==> config.mk <==
export PLATFORM = sky130hd
export DESIGN_NAME = pmp_regs
export DESIGN_NICKNAME = d
export VERILOG_FILES = /design/src/rtl/pmp_pkg.sv /design/src/rtl/pmp_regs.sv
export SDC_FILE = /design/constraint.sdc
export NUM_CORES = 1
export LEC_CHECK = 0
export CORE_UTILIZATION = 40
export DETAILED_ROUTE_END_ITERATION = 8
export DONT_BUFFER_PORTS = 1
export PLACE_DENSITY = 0.51
export RECOVER_POWER = 50
export SLEW_MARGIN = 20
export SYNTH_ARGS = -nofsm -noshare
export SYNTH_HDL_FRONTEND = slang
export SYNTH_SLANG_ARGS = --single-unit
==> constraint.sdc <==
create_clock -name clk -period 2 [get_ports clk]
set_input_delay 0.1 -clock clk [delete_from_list [all_inputs] [get_ports clk]]
set_output_delay 0.1 -clock clk [all_outputs]
set_load 0.05 [all_outputs]
==> src/rtl/pmp_pkg.sv <==
package pmp_pkg;

  localparam logic [1:0] PRIV_U = 2'd0;
  localparam logic [1:0] PRIV_S = 2'd1;
  localparam logic [1:0] PRIV_M = 2'd3;

  localparam logic [1:0] KIND_LOAD  = 2'd0;
  localparam logic [1:0] KIND_STORE = 2'd1;
  localparam logic [1:0] KIND_FETCH = 2'd2;

  localparam logic [1:0] AM_OFF   = 2'd0;
  localparam logic [1:0] AM_TOR   = 2'd1;
  localparam logic [1:0] AM_NAPOT = 2'd3;

  typedef struct packed {
    logic       lock;
    logic [1:0] rsvd;
    logic [1:0] amode;
    logic       x;
    logic       w;
    logic       r;
  } pmp_cfg_t;

endpackage

==> src/rtl/pmp_regs.sv <==
module pmp_regs
  import pmp_pkg::*;
#(
  parameter int N_ENT  = 4,
  parameter int WORD_W = 30,
  localparam int IDX_W = (N_ENT > 1) ? $clog2(N_ENT) : 1
) (
  input  logic                         clk,
  input  logic                         rst_n,
  input  logic                         wr_en,
  input  logic                         wr_cfg,
  input  logic [IDX_W-1:0]             wr_idx,
  input  logic [WORD_W-1:0]            wr_data,
  output pmp_cfg_t [N_ENT-1:0]         cfg_o,
  output logic [N_ENT-1:0][WORD_W-1:0] addr_o
);

  for (genvar i = 0; i < N_ENT; i++) begin : g_ent
    pmp_cfg_t          cfg_q, cfg_d;
    logic [WORD_W-1:0] addr_q, addr_d;
    logic              sel;

    always_comb begin
      sel    = wr_en && (wr_idx == IDX_W'(i)) && !cfg_q.lock;
      cfg_d  = cfg_q;
      addr_d = addr_q;
      if (sel && wr_cfg) begin
        cfg_d = pmp_cfg_t'(wr_data[7:0]);
      end
      if (sel && !wr_cfg) begin
        addr_d = wr_data;
      end
    end

    always_ff @(posedge clk or negedge rst_n) begin
      if (!rst_n) begin
        cfg_q  <= '0;
        addr_q <= '0;
      end else if (sel) begin
        cfg_q  <= cfg_d;
        addr_q <= addr_d;
      end
    end

    assign cfg_o[i]  = cfg_q;
    assign addr_o[i] = addr_q;

    // a locked entry keeps both registers until reset
    p_lock_hold_r10: assert property (@(posedge clk) disable iff (!rst_n)
      cfg_q.lock |=> ($stable(cfg_q) && $stable(addr_q)));
  end

endmodule

# Yosys cells after proc, flatten, opt, wreduce, memory -nomap -nowiden
# Cells that the tools add are included.
[word_totals]
output_inout_bits = 152
register_bits = 152
[classes]
reduce_logical = 30
eq_ne = 3
[ops]
columns = ["cell", "count"]
rows = [
  ["1-bit logical AND", 16],
  ["2-bit AND reduction", 8],
  ["1-bit zero test", 5],
  ["2-bit == test, second input constant", 2],
  ["2-bit by 1-bit == test with 1-bit output, second input constant", 1],
  ["2-bit zero test", 1],
]

# Depth between registers and ports, before layout
# Gate-level depths: netlist (run 1).
[logic_depth]
depth_word = 5
mapped_depth = 4
depth_no_buf = 3

# Worst setup path before layout (run 1)
# No wires, ideal clock.
[synth_path]
path_kind = "flip-flop to flip-flop"
startpoint = "register g_ent[0].cfg_q, in the netlist cfg_o[7]"
endpoint = "register g_ent[0].addr_q[0]"
arrival_ns = 1.633
path_slack_ns = 0.242
period_less_slack_ns = 1.758
setup_ns = 0.125
path_buffers = 1
path_stages_with_launch = 5
path_cell_list = "dfrtp_1 > nor4b_2 > and2b_1 > buf_4 > mux2_2"
[synth_via]
elab_chain_cells = 4
[synth_rtl]
columns = ["item", "line", "text"]
rows = [
  ["from (decl)", "pmp_regs.sv:19", "pmp_cfg_t cfg_q, cfg_d;"],
  ["from (signal assigned)", "pmp_regs.sv:40", "cfg_q <= cfg_d;"],
  ["1-bit zero test (*)", "pmp_regs.sv:24", "sel = wr_en && (wr_idx == IDX_W'(i)) && !cfg_q.lock;"],
  ["1-bit logical AND (*)", "pmp_regs.sv:24", ""],
  ["1-bit logical AND", "pmp_regs.sv:30", "if (sel && !wr_cfg) begin"],
  ["2-bit AND reduction (no source line) (*)", "--", ""],
  ["to (signal assigned)", "pmp_regs.sv:41", "addr_q <= addr_d;"],
  ["to (decl)", "pmp_regs.sv:20", "logic [WORD_W-1:0] addr_q, addr_d;"],
]
# Mark *: on every way between the ends. The rest lies on a longest branch, timed or not.
# A chain may end at the register's enable or synchronous reset.

# Final worst setup path (run 1)
[layout_path]
startpoint = "register g_ent[0].cfg_q, in the netlist cfg_o[7]"
endpoint = "register g_ent[0].addr_q[22]"
# The elaborated chain is that of the path after synthesis.

==> flow_summary.toml, run 1 <==
[outcome]
status = "complete, but fails checks"
violations = "hold timing"

[cts]
latest_clock_arrival_within_the_worst_skew_pair_ns = 0.42
htree_levels = 4
clock_path_buffers = 2
tritoncts = "done"
post-cts-setup-buffers = 0
clock-root-buffer = "clkbuf_16"
cts.hold.buffers_added = 33
clock_slew_at_the_register_clock_pins_of_the_worst_setup_and_hold_paths_ns = 0.06
cts_num_sinks = 152
cts-buffers-inserted = 17

[route]
detailroute.via_count = 2978
first_iter_violations = 95
routedWlPerCell_um = 21.9
drt-vias-per-instance = 5.19
remaining_drc_errors = 0
drt_pass1_iterations = 4
totalWireLength_mm = 12.6
detail-route-antenna-nets = 0

[layout]
area.growth.synth_to_final_pct = 20.1
multi_input_area_mm2 = 0.00183
final_nets = 418
layout.cells.non_filler = 574
fillcell_total = 1190
area.sequential_mm2 = 0.00380
layout_cell_share_with_drive_strength_beyond_1_pct = 49.6

[yosys]
post_synth_xor_area_fraction_pct = 0
synth_sequential_area_ratio_pct = 66.6
ys_ff_latch = 152
synthesis.area_mm2 = 0.00571
post_synth_edffs = 0
post_synth.cell_area_avg_um2 = 17.3
synth_top_family_by_area = "multiplexers"
number_of_unique_standard_cell_types_used_by_synthesis = 20
synth-simple-area-share_pct = 2.10
synth_compound_gate_area_share_pct = 0.548
ys_dominant_reg_cell = "dfrtp_1"
synth_async_sr_flop_share_pct = 100
yosys-mux-area-fraction_pct = 29.2
yosys_warnings = 0
synth_cells = 331
synth-adder-area-share_pct = 0
postSynthNetCount = 367

[critical_path]
path_class = "flip-flop to flip-flop"
crit_path_max_fanout = 17
critical_path_rt_ns = 2.30
end_kind = "flip-flop"
critical_path.startpoint_type = "flip-flop"
timing.critical_path.arrival_ns = 1.98

[floorplan]
die_w_um = 122
io_pins = 188
initial_utilization_pct = 41.2
die_h_um = 122
std_cell_rows = 43
coreArea_mm2 = 0.0139
fp.dieArea_mm2 = 0.0148

[timing]
timing.final.max_slew_violations = 0
finalHoldWorstSlack_ns = -0.620
tightestPinTransition_ns = 0.698
timing.slew.headroom_pct = 53.5
fin_setup_tns_ns = 0
setup_viol_count_final = 0
share_of_the_cycle_needed_by_the_critical_path_after_routing_pct = 84.4
rsz0062_at_grt = "no"
clock_skew_ns = 0.00753
timing_hold_violations_final = 152
timing.fmax_ghz = 0.593
period_needed_ns = 1.69

[pwr]
leakagePower_nw = 2.97
worst_ir_drop_vdd_mv = 0.920
power_per_cell_area_mw_per_mm2 = 1800

[min_path]
worst_hold_path_type = "input port to async pin"

[placed_design]
placed_cells_incl_taps = 510
io_buffers = 0
dp_hpwl_mm = 8.00
gp_congestion = 0.723

[global_routing]
largest_net_degree_at_the_start_of_global_routing = 153
grtUsageTotal_pct = 18.0
global_route_wire_length_before_repair_mm = 19.1
gr-total-overflow = 0
antenna_found_initial = 1
number_of_global_route_vias_before_repair = 3247

[run]
max_cap_violations = 0
## Yosys cell counts, types with 2 or more instances
cell     number  area (um2)
a21o_1        3        22.5
buf_2         7        35.0
buf_4         3        22.5
buf_6         3        33.8
dfrtp_1     152        3800
mux2_1        2        22.5
mux2_2      146        1640
nand2_1       2        7.51
nor3b_2       2        25.0
## cells in the final DEF (no fill, tap or decap), drive strengths merged
cell type	Yosys	routed
dfrtp	152	152
mux2	148	148
dlygate4sd3	0	33
clkbuf	0	25
buf	13	9
clkinv	0	4
a21o	3	3
nand2	3	3
bufinv	0	2
clkinvlp	0	2
nor3b	2	2
nor4b	2	2
nor2	2	2
diode	0	1
nor2b	1	1
nand3	1	1
nand3b	1	1
and2b	1	1
a31o	1	1
and3	1	1
## metal layers
| metal | GRT usage (%) | wire length (um) | up-vias |
|---|---|---|---|
| li1 | - | - | 1283 |
| met1 | 19.5 | 4720 | 1555 |
| met2 | 29.2 | 6230 | 123 |
| met3 | 9.54 | 1410 | 17 |
| met4 | 7.64 | 226 | 0 |
| met5 | 0 | 0 | - |
## logic make-up (layout without fill, tap and decap cells)
| kind of cell | after synthesis | in the layout |
|---|---|---|
| flip-flops | 152 | 152 |
| multiplexers | 148 | 148 |
| AND/OR/NAND/NOR | 14 | 14 |
| buffers and inverters | 13 | 75 |
| AO/OA/AOI/OAI | 4 | 4 |
| other | 0 | 1 |
## flip-flops by register name, indices dropped and copies added (netlist names)
register and cells:
cfg_o 32, g_ent.addr_q 120
## power breakdown
part           leakage [nW]  switching (W)  total, W  internal (W)
registers              1.82        0.00404   0.00800       0.00396
logic                 0.861       0.000411   0.00117      0.000757
clock network         0.290        0.00117   0.00315       0.00198
## layout make-up
| cell class | instances | share of cell area, % |
|---|---|---|
| repair buffers | 45 | 5.96 |
| clock buffers | 22 | 7.20 |
| multi-input cells | 166 | 26.7 |
| diodes | 1 | 0.0365 |
| well taps | 180 | 3.28 |
| flip-flops and latches | 152 | 55.4 |
| clock inverters | 8 | 1.39 |
## stage by stage
| step | util (%) | setup slack, ns | hold WS (ns) | area [um2] | total power [W] |
|---|---|---|---|---|---|
| 4_1_cts | 49.5 | 0.273 | -0.642 | 6870 | 0.0125 |
| 6_report | 49.4 | 0.312 | -0.620 | 6860 | 0.0123 |
| 2_1_floorplan | - | 0.242 | -0.196 | 5710 | 0.00878 |
| 3_3_place_gp | 42.9 | 0.339 | -0.193 | 5950 | 0.00914 |
| 3_5_place_dp | 42.9 | 0.278 | -0.193 | 5950 | 0.00920 |
| 5_1_grt | 49.4 | 0.184 | -0.653 | 6860 | 0.0128 |
## timing repair
action                                  4_1_cts  5_1_grt
endpoints found under the setup margin        0        0
endpoints found under the hold margin       304      152
resized for setup                             0        0
## critical path, cell delays in order (launching register included)
cell and delay, ns:
dfrtp_1 0.38, nor4b_2 0.35, and2b_2 0.21, buf_4 0.26, mux2_2 0.37
## worst paths after layout
path	startpoint	to	slack [ns]	depth (start not counted)
setup / recovery	cfg_o[7]	g_ent[0].addr_q[22]	0.31	4
hold / removal	rst_n	g_ent[2].addr_q[22]	-0.62	0
setup reg to reg	cfg_o[7]	g_ent[0].addr_q[22]	0.31	4
hold reg to reg	cfg_o[23]	cfg_o[23]	0.54	1
max in group asynchronous	rst_n	cfg_o[3]	2.43	0
min in group clk	wr_idx[1]	cfg_o[23]	0.06	2
Note: power is estimated with default switching activity, not from simulation.
==> run 2, diff against run 1 <==
--- a/config.mk
+++ b/config.mk
@@ -8,7 +8,7 @@
 export CORE_UTILIZATION = 40
 export DETAILED_ROUTE_END_ITERATION = 8
 export DONT_BUFFER_PORTS = 1
-export PLACE_DENSITY = 0.51
+export PLACE_DENSITY = 0.53
 export RECOVER_POWER = 50
 export SLEW_MARGIN = 20
 export SYNTH_ARGS = -nofsm -noshare
==> constraint.sdc (replaced) <==
create_clock -name clk -period 1.4 [get_ports clk]
set_input_delay 0.07 -clock clk [delete_from_list [all_inputs] [get_ports clk]]
set_output_delay 0.07 -clock clk [all_outputs]
set_load 0.05 [all_outputs]
==> run 2 against run 1 <==
  * The run ends with hold timing, setup timing left
  * Routed wire length rose by 15%
  * Die area did not move
  * Power rose by 66%
  * Maximum frequency rose by 5.5%
  * Sequential power fell by 18%
  * Combinational power rose to 7.9 times the previous value
  * Cell area rose by 26%
  * Clock-buffer cell count rose by 1
  * Register-to-register slack got worse by 0.51 ns
  * Setup slack got worse by 0.51 ns
  * Non-clock buffer count rose by 163
  * Largest cell class unchanged
==> flow_summary.toml, run 2 (synthesized netlist as in run 1, its figures left out) <==
[outcome]
status = "complete, but fails checks"
violations = "hold timing, setup timing"

[critical_path]
crit_path_max_fanout = 8
critical_path.startpoint_type = "flip-flop"
timing.critical_path.arrival_ns = 1.89
critPathBufInv = 2
crit_path_max_incr_delay_ns = 0.40
end_kind = "flip-flop"
path_class = "flip-flop to flip-flop"
reg2reg_setup_slack_ns = -0.20
critical_path.slowest_cell = "dfrtp_2"
critical_path_rt_ns = 1.69
timing.critical_path.max_delay_family = "simple AND/OR/NAND/NOR gates"
timing.critical_path.cells = "nand3b_1, nor3b_4, buf_6, buf_12, mux2_4"

[floorplan]
die_w_um = 122
coreArea_mm2 = 0.0139
die_h_um = 122
io_pins = 188
initial_utilization_pct = 41.2
fp.dieArea_mm2 = 0.0148
std_cell_rows = 43

[layout]
largest_register_ffs = 120
layout_common_cells = "dfrtp_1 (148), buf_4 (135), mux2_2 (74), mux2_4 (74), dlygate4sd3_1 (32)"
area.growth.synth_to_final_pct = 50.9
final_nets = 581
layout.cells.non_filler = 737
regMostFlops = "g_ent.addr_q"
final_area_mm2 = 0.00862
final_common_cell = "dfrtp_1"
insertedDiodeCount = 0
layout_cell_share_with_drive_strength_beyond_1_pct = 66.6

[route]
routedWlPerCell_um = 19.7
remaining_drc_errors = 0
drt_pass1_iterations = 4
detail-route-antenna-nets = 0
detailroute.via_count = 3649
totalWireLength_mm = 14.5
drt-vias-per-instance = 4.95
first_iter_violations = 125

[global_routing]
antenna_found_initial = 0
largest_net_degree_at_the_start_of_global_routing = 153
global_route_wire_length_before_repair_mm = 22.2
gr-total-overflow = 0
grtUsageTotal_pct = 20.5
number_of_global_route_vias_before_repair = 3811

[timing]
setup_viol_count_final = 96
timing_hold_violations_final = 152
rsz0062_at_grt = "yes"
tightestPinTransition_ns = 0.451
timing.fmax_ghz = 0.625
finalHoldWorstSlack_ns = -0.643
fin_setup_tns_ns = -10.62
final.setup.worst_slack_ns = -0.200
period_needed_ns = 1.60
share_of_the_cycle_needed_by_the_critical_path_after_routing_pct = 114
timing.final.max_slew_violations = 0
timing.slew.headroom_pct = 69.9
clock_skew_ns = 0.00382

[pwr]
power_per_cell_area_mw_per_mm2 = 2370
power.total_w = 0.0204
leakagePower_nw = 4.09
worst_ir_drop_vdd_mv = 1.28

[cts]
htree_levels = 4
clock_path_buffers = 2
latest_clock_arrival_within_the_worst_skew_pair_ns = 0.41
clock_slew_at_the_register_clock_pins_of_the_worst_setup_and_hold_paths_ns = 0.06
cts_num_sinks = 152
clock-root-buffer = "clkbuf_16"
cts-buffers-inserted = 17
tritoncts = "done"

[placed_design]
gp_congestion = 0.746
place_ws_ns = -0.187
dpl_cell_area_mm2 = 0.00743
io_buffers = 0
dp_hpwl_mm = 9.03
placed_cells_incl_taps = 665

[min_path]
worst_hold_path_type = "input port to async pin"

[run]
max_cap_violations = 0
run 2: cell types whose count changed in the layout (fill, tap and decap cells not counted), moves of 3 or more:
| cell | before | now |
|---|---|---|
| buf_12 | 0 | 11 |
| clkbuf_1 | 3 | 0 |
| dfrtp_1 | 152 | 148 |
| mux2_2 | 146 | 74 |
| buf_4 | 9 | 135 |
| mux2_4 | 0 | 74 |
| buf_16 | 0 | 3 |
| dfrtp_2 | 0 | 4 |
| clkbuf_2 | 0 | 23 |
run 2: repair_timing:
action,4_1_cts,5_1_grt
pin swaps,3,3
hold endpoints to repair,304,159
gates resized for setup,34,11
gates cloned,3,2
setup buffers,3,3
setup endpoints to repair,74,112
hold buffers,31,1
run 2: per-stage QoR:
stage	util (%)	hold WS, ns
3_5_place_dp	53.5	-0.221
6_report	62.1	-0.643
4_1_cts	61.7	-0.665
5_1_grt	62.1	-0.667
2_1_floorplan	-	-0.226
3_3_place_gp	53.5	-0.221
run 2: area by class of cell:
| class | count | area [um2] |
|---|---|---|
| clock buffers | 23 | 508 |
| clock inverters | 8 | 92.6 |
| fillers | 1072 | 5260 |
| multi-input cells | 166 | 2160 |
| flip-flops and latches | 152 | 3810 |
| well taps | 180 | 225 |
| repair buffers | 208 | 1830 |
run 2: power breakdown:
| group | switching (W) | leakage (nW) | internal (W) |
|---|---|---|---|
| clock network | 0.00169 | 0.301 | 0.00288 |
| logic | 0.00607 | 1.97 | 0.00321 |
| registers | 0.000808 | 1.82 | 0.00576 |
run 2: final timing paths:
path                               startpoint                  end  depth (start not counted)
setup / recovery                    cfg_o[31]  g_ent[3].addr_q[17]                          5
hold / removal                          rst_n  g_ent[0].addr_q[26]                          0
setup reg to reg                    cfg_o[31]  g_ent[3].addr_q[17]                          5
hold reg to reg            g_ent[2].addr_q[9]   g_ent[2].addr_q[9]                          1
max in group asynchronous               rst_n            cfg_o[23]                          0
min in group clk                    wr_idx[0]            cfg_o[23]                          3
run 2: metal layers:
metal / up-vias / global-route usage (%) / wire, um
met5: - / 0 / 0
met2: 125 / 33.8 / 7380
met3: 13 / 6.67 / 925
li1: 1621 / - / -
met4: 0 / 7.72 / 189
met1: 1890 / 24.8 / 6050
==> run 3, diff against run 2 <==
==> constraint.sdc (replaced) <==
create_clock -name clk -period 1.3 [get_ports clk]
set_input_delay 0.065 -clock clk [delete_from_list [all_inputs] [get_ports clk]]
set_output_delay 0.065 -clock clk [all_outputs]
set_load 0.05 [all_outputs]
==> run 3 against run 2 <==
  * The run still ends with hold timing, setup timing left
  * Clock skew is 0.0018 ns higher
  * Power is 9.5% higher
  * Via count is 1.0% lower
  * Maximum frequency is 0.71% higher
  * Die area stayed put
  * Largest power group unchanged
  * Highest routed layer unchanged
==> flow_summary.toml, run 3 (synthesized netlist as in run 1, its figures left out) <==
[cts]
cts-buffers-inserted = 17
latest_clock_arrival_within_the_worst_skew_pair_ns = 0.42
cts_num_sinks = 152
clock-root-buffer = "clkbuf_16"
clock_slew_at_the_register_clock_pins_of_the_worst_setup_and_hold_paths_ns = 0.06
htree_levels = 4
cts.hold.buffers_added = 31
clock_path_buffers = 2
tritoncts = "done"

[floorplan]
io_pins = 188
die_w_um = 122
initial_utilization_pct = 41.2
coreArea_mm2 = 0.0139
std_cell_rows = 43
die_h_um = 122
fp.dieArea_mm2 = 0.0148

[pwr]
power.combinational.fraction_pct = 44.9
power.switching_fraction_pct = 41.2
clockPowerShare_pct = 23.5
power_per_cell_area_mw_per_mm2 = 2590
internal_power_w = 0.0132
p_sw_w = 0.00921
worst_ir_drop_vdd_mv = 1.41
sequential_share_of_power_pct = 31.6
power.total_w = 0.0224
leakagePower_nw = 4.07

[layout]
final_common_cell = "buf_4"
regMostFlops = "g_ent.addr_q"
layout_cell_share_with_drive_strength_beyond_1_pct = 65.6
final_nets = 577
area.growth.synth_to_final_pct = 51.2
layout_common_cells = "buf_4 (155), dfrtp_1 (148), mux2_2 (75)"
fin_util_pct = 62.2
fillcell_total = 1053
largest_register_ffs = 120
final_area_mm2 = 0.00864

[critical_path]
crit_path_max_incr_delay_ns = 0.40
critical_path.startpoint = "cfg_o[31]"
critical_path.slowest_cell = "dfrtp_2"
critical_path_rt_ns = 1.60
end_kind = "flip-flop"
path_class = "flip-flop to flip-flop"
timing.critical_path.arrival_ns = 1.89
r2r-start = "cfg_o[31]"
critical_path.startpoint_type = "flip-flop"
crit_path_max_fanout = 16
timing.critical_path.cells = "nand3b_1, nor3b_4, buf_12, mux2_2"

[global_routing]
grtUsageTotal_pct = 20.1
gr-total-overflow = 0
number_of_global_route_vias_before_repair = 3784
global_route_wire_length_before_repair_mm = 21.8
antenna_found_initial = 1
largest_net_degree_at_the_start_of_global_routing = 153

[placed_design]
place_ws_ns = -0.285
io_buffers = 0
gp_congestion = 0.735
dp_hpwl_mm = 9.14
dpl_cell_area_mm2 = 0.00743

[timing]
timing.fmax_ghz = 0.630
timing_hold_violations_final = 160
setup_viol_count_final = 133
timing.final.max_slew_violations = 0
clock_skew_ns = 0.00562
tightestPinTransition_ns = 0.554
period_needed_ns = 1.59
rsz0062_at_grt = "yes"
share_of_the_cycle_needed_by_the_critical_path_after_routing_pct = 122
timing.slew.headroom_pct = 63.0
final.setup.worst_slack_ns = -0.288
finalHoldWorstSlack_ns = -0.657

[route]
remaining_drc_errors = 0
totalWireLength_mm = 14.4
drt-vias-per-instance = 4.92
routedWlPerCell_um = 19.6
first_iter_violations = 136
detail-route-antenna-nets = 0
drt_pass1_iterations = 4
detailroute.via_count = 3611

[min_path]
worst_hold_path_type = "input port to async pin"

[run]
max_cap_violations = 0

[outcome]
status = "complete, but fails checks"
violations = "hold timing, setup timing"
==> run 3: cell count changes in the layout (fill, tap and decap cells not counted), moves of 2 or more <==
cell	change
bufinv_16	+3
clkbuf_2	-21
buf_4	+20
clkbuf_8	-5
mux2_1	+2
clkbuf_1	+4
mux2_4	-3
clkinv_2	-2
==> run 3: cell type report <==
cell class / instances / area [um2] / share of cell area, %
multi-input combinational: 166 / 2160 / 25.1
tap: 180 / 225 / 2.61
clock inverter: 9 / 173 / 2.00
sequential: 152 / 3810 / 44.1
clock buffer: 22 / 454 / 5.26
antenna: 1 / 2.50 / 0.0290
timing repair buffer: 204 / 1810 / 21.0
==> run 3: worst max-delay path, delay by kind of cell (launching register included) <==
family	cells	cell delay [ns]
buffers and inverters	1	0.21
DFF	1	0.40
muxes	1	0.34
and+or+nand+nor	2	0.52
==> run 3: power by group through the flow <==
stage | clock [W] | sequential (W) | combinational, W
finish | 0.00525 | 0.00708 | 0.0100
global placement | 0 | 0.00703 | 0.00968
CTS | 0.00536 | 0.00707 | 0.0100
global route | 0.00555 | 0.00726 | 0.0104
detailed placement | 0 | 0.00710 | 0.00974
floorplan | 0 | 0.0122 | 0.00168
==> run 3: worst paths after layout <==
path,cells after the start,slack [ns],to
max,4,-0.29,g_ent[3].addr_q[6]
min,0,-0.66,g_ent[1].addr_q[27]
max reg2reg,4,-0.29,g_ent[3].addr_q[6]
min reg2reg,1,0.50,g_ent[3].addr_q[1]
max in group asynchronous,0,1.74,g_ent[1].addr_q[8]
min in group clk,1,-0.19,cfg_o[7]
==> run 3: per-layer routing <==
layer  track usage, %  up-vias  wire [um]
met3             7.05       17       1000
met2             33.0      122       7160
li1                 -     1603          -
met4             8.02        0        222
met5                0        -          0
met1             24.1     1869       5970
==> run 3: metrics by stage <==
stage	TNS, ns	cells
2_1_floorplan	-27.87	331
3_3_place_gp	-17.79	666
3_5_place_dp	-19.94	666
4_1_cts	-22.20	732
5_1_grt	-28.33	734
6_report	-20.87	734
==> run 3: what timing repair did <==
item / CTS / global route
pin swaps: 4 / 3
cloned: 2 / 2
endpoints found under the hold margin: 304 / 160
endpoints found under the setup margin: 118 / 149
gates resized for setup: 25 / 17
buffers inserted: 3 / 2
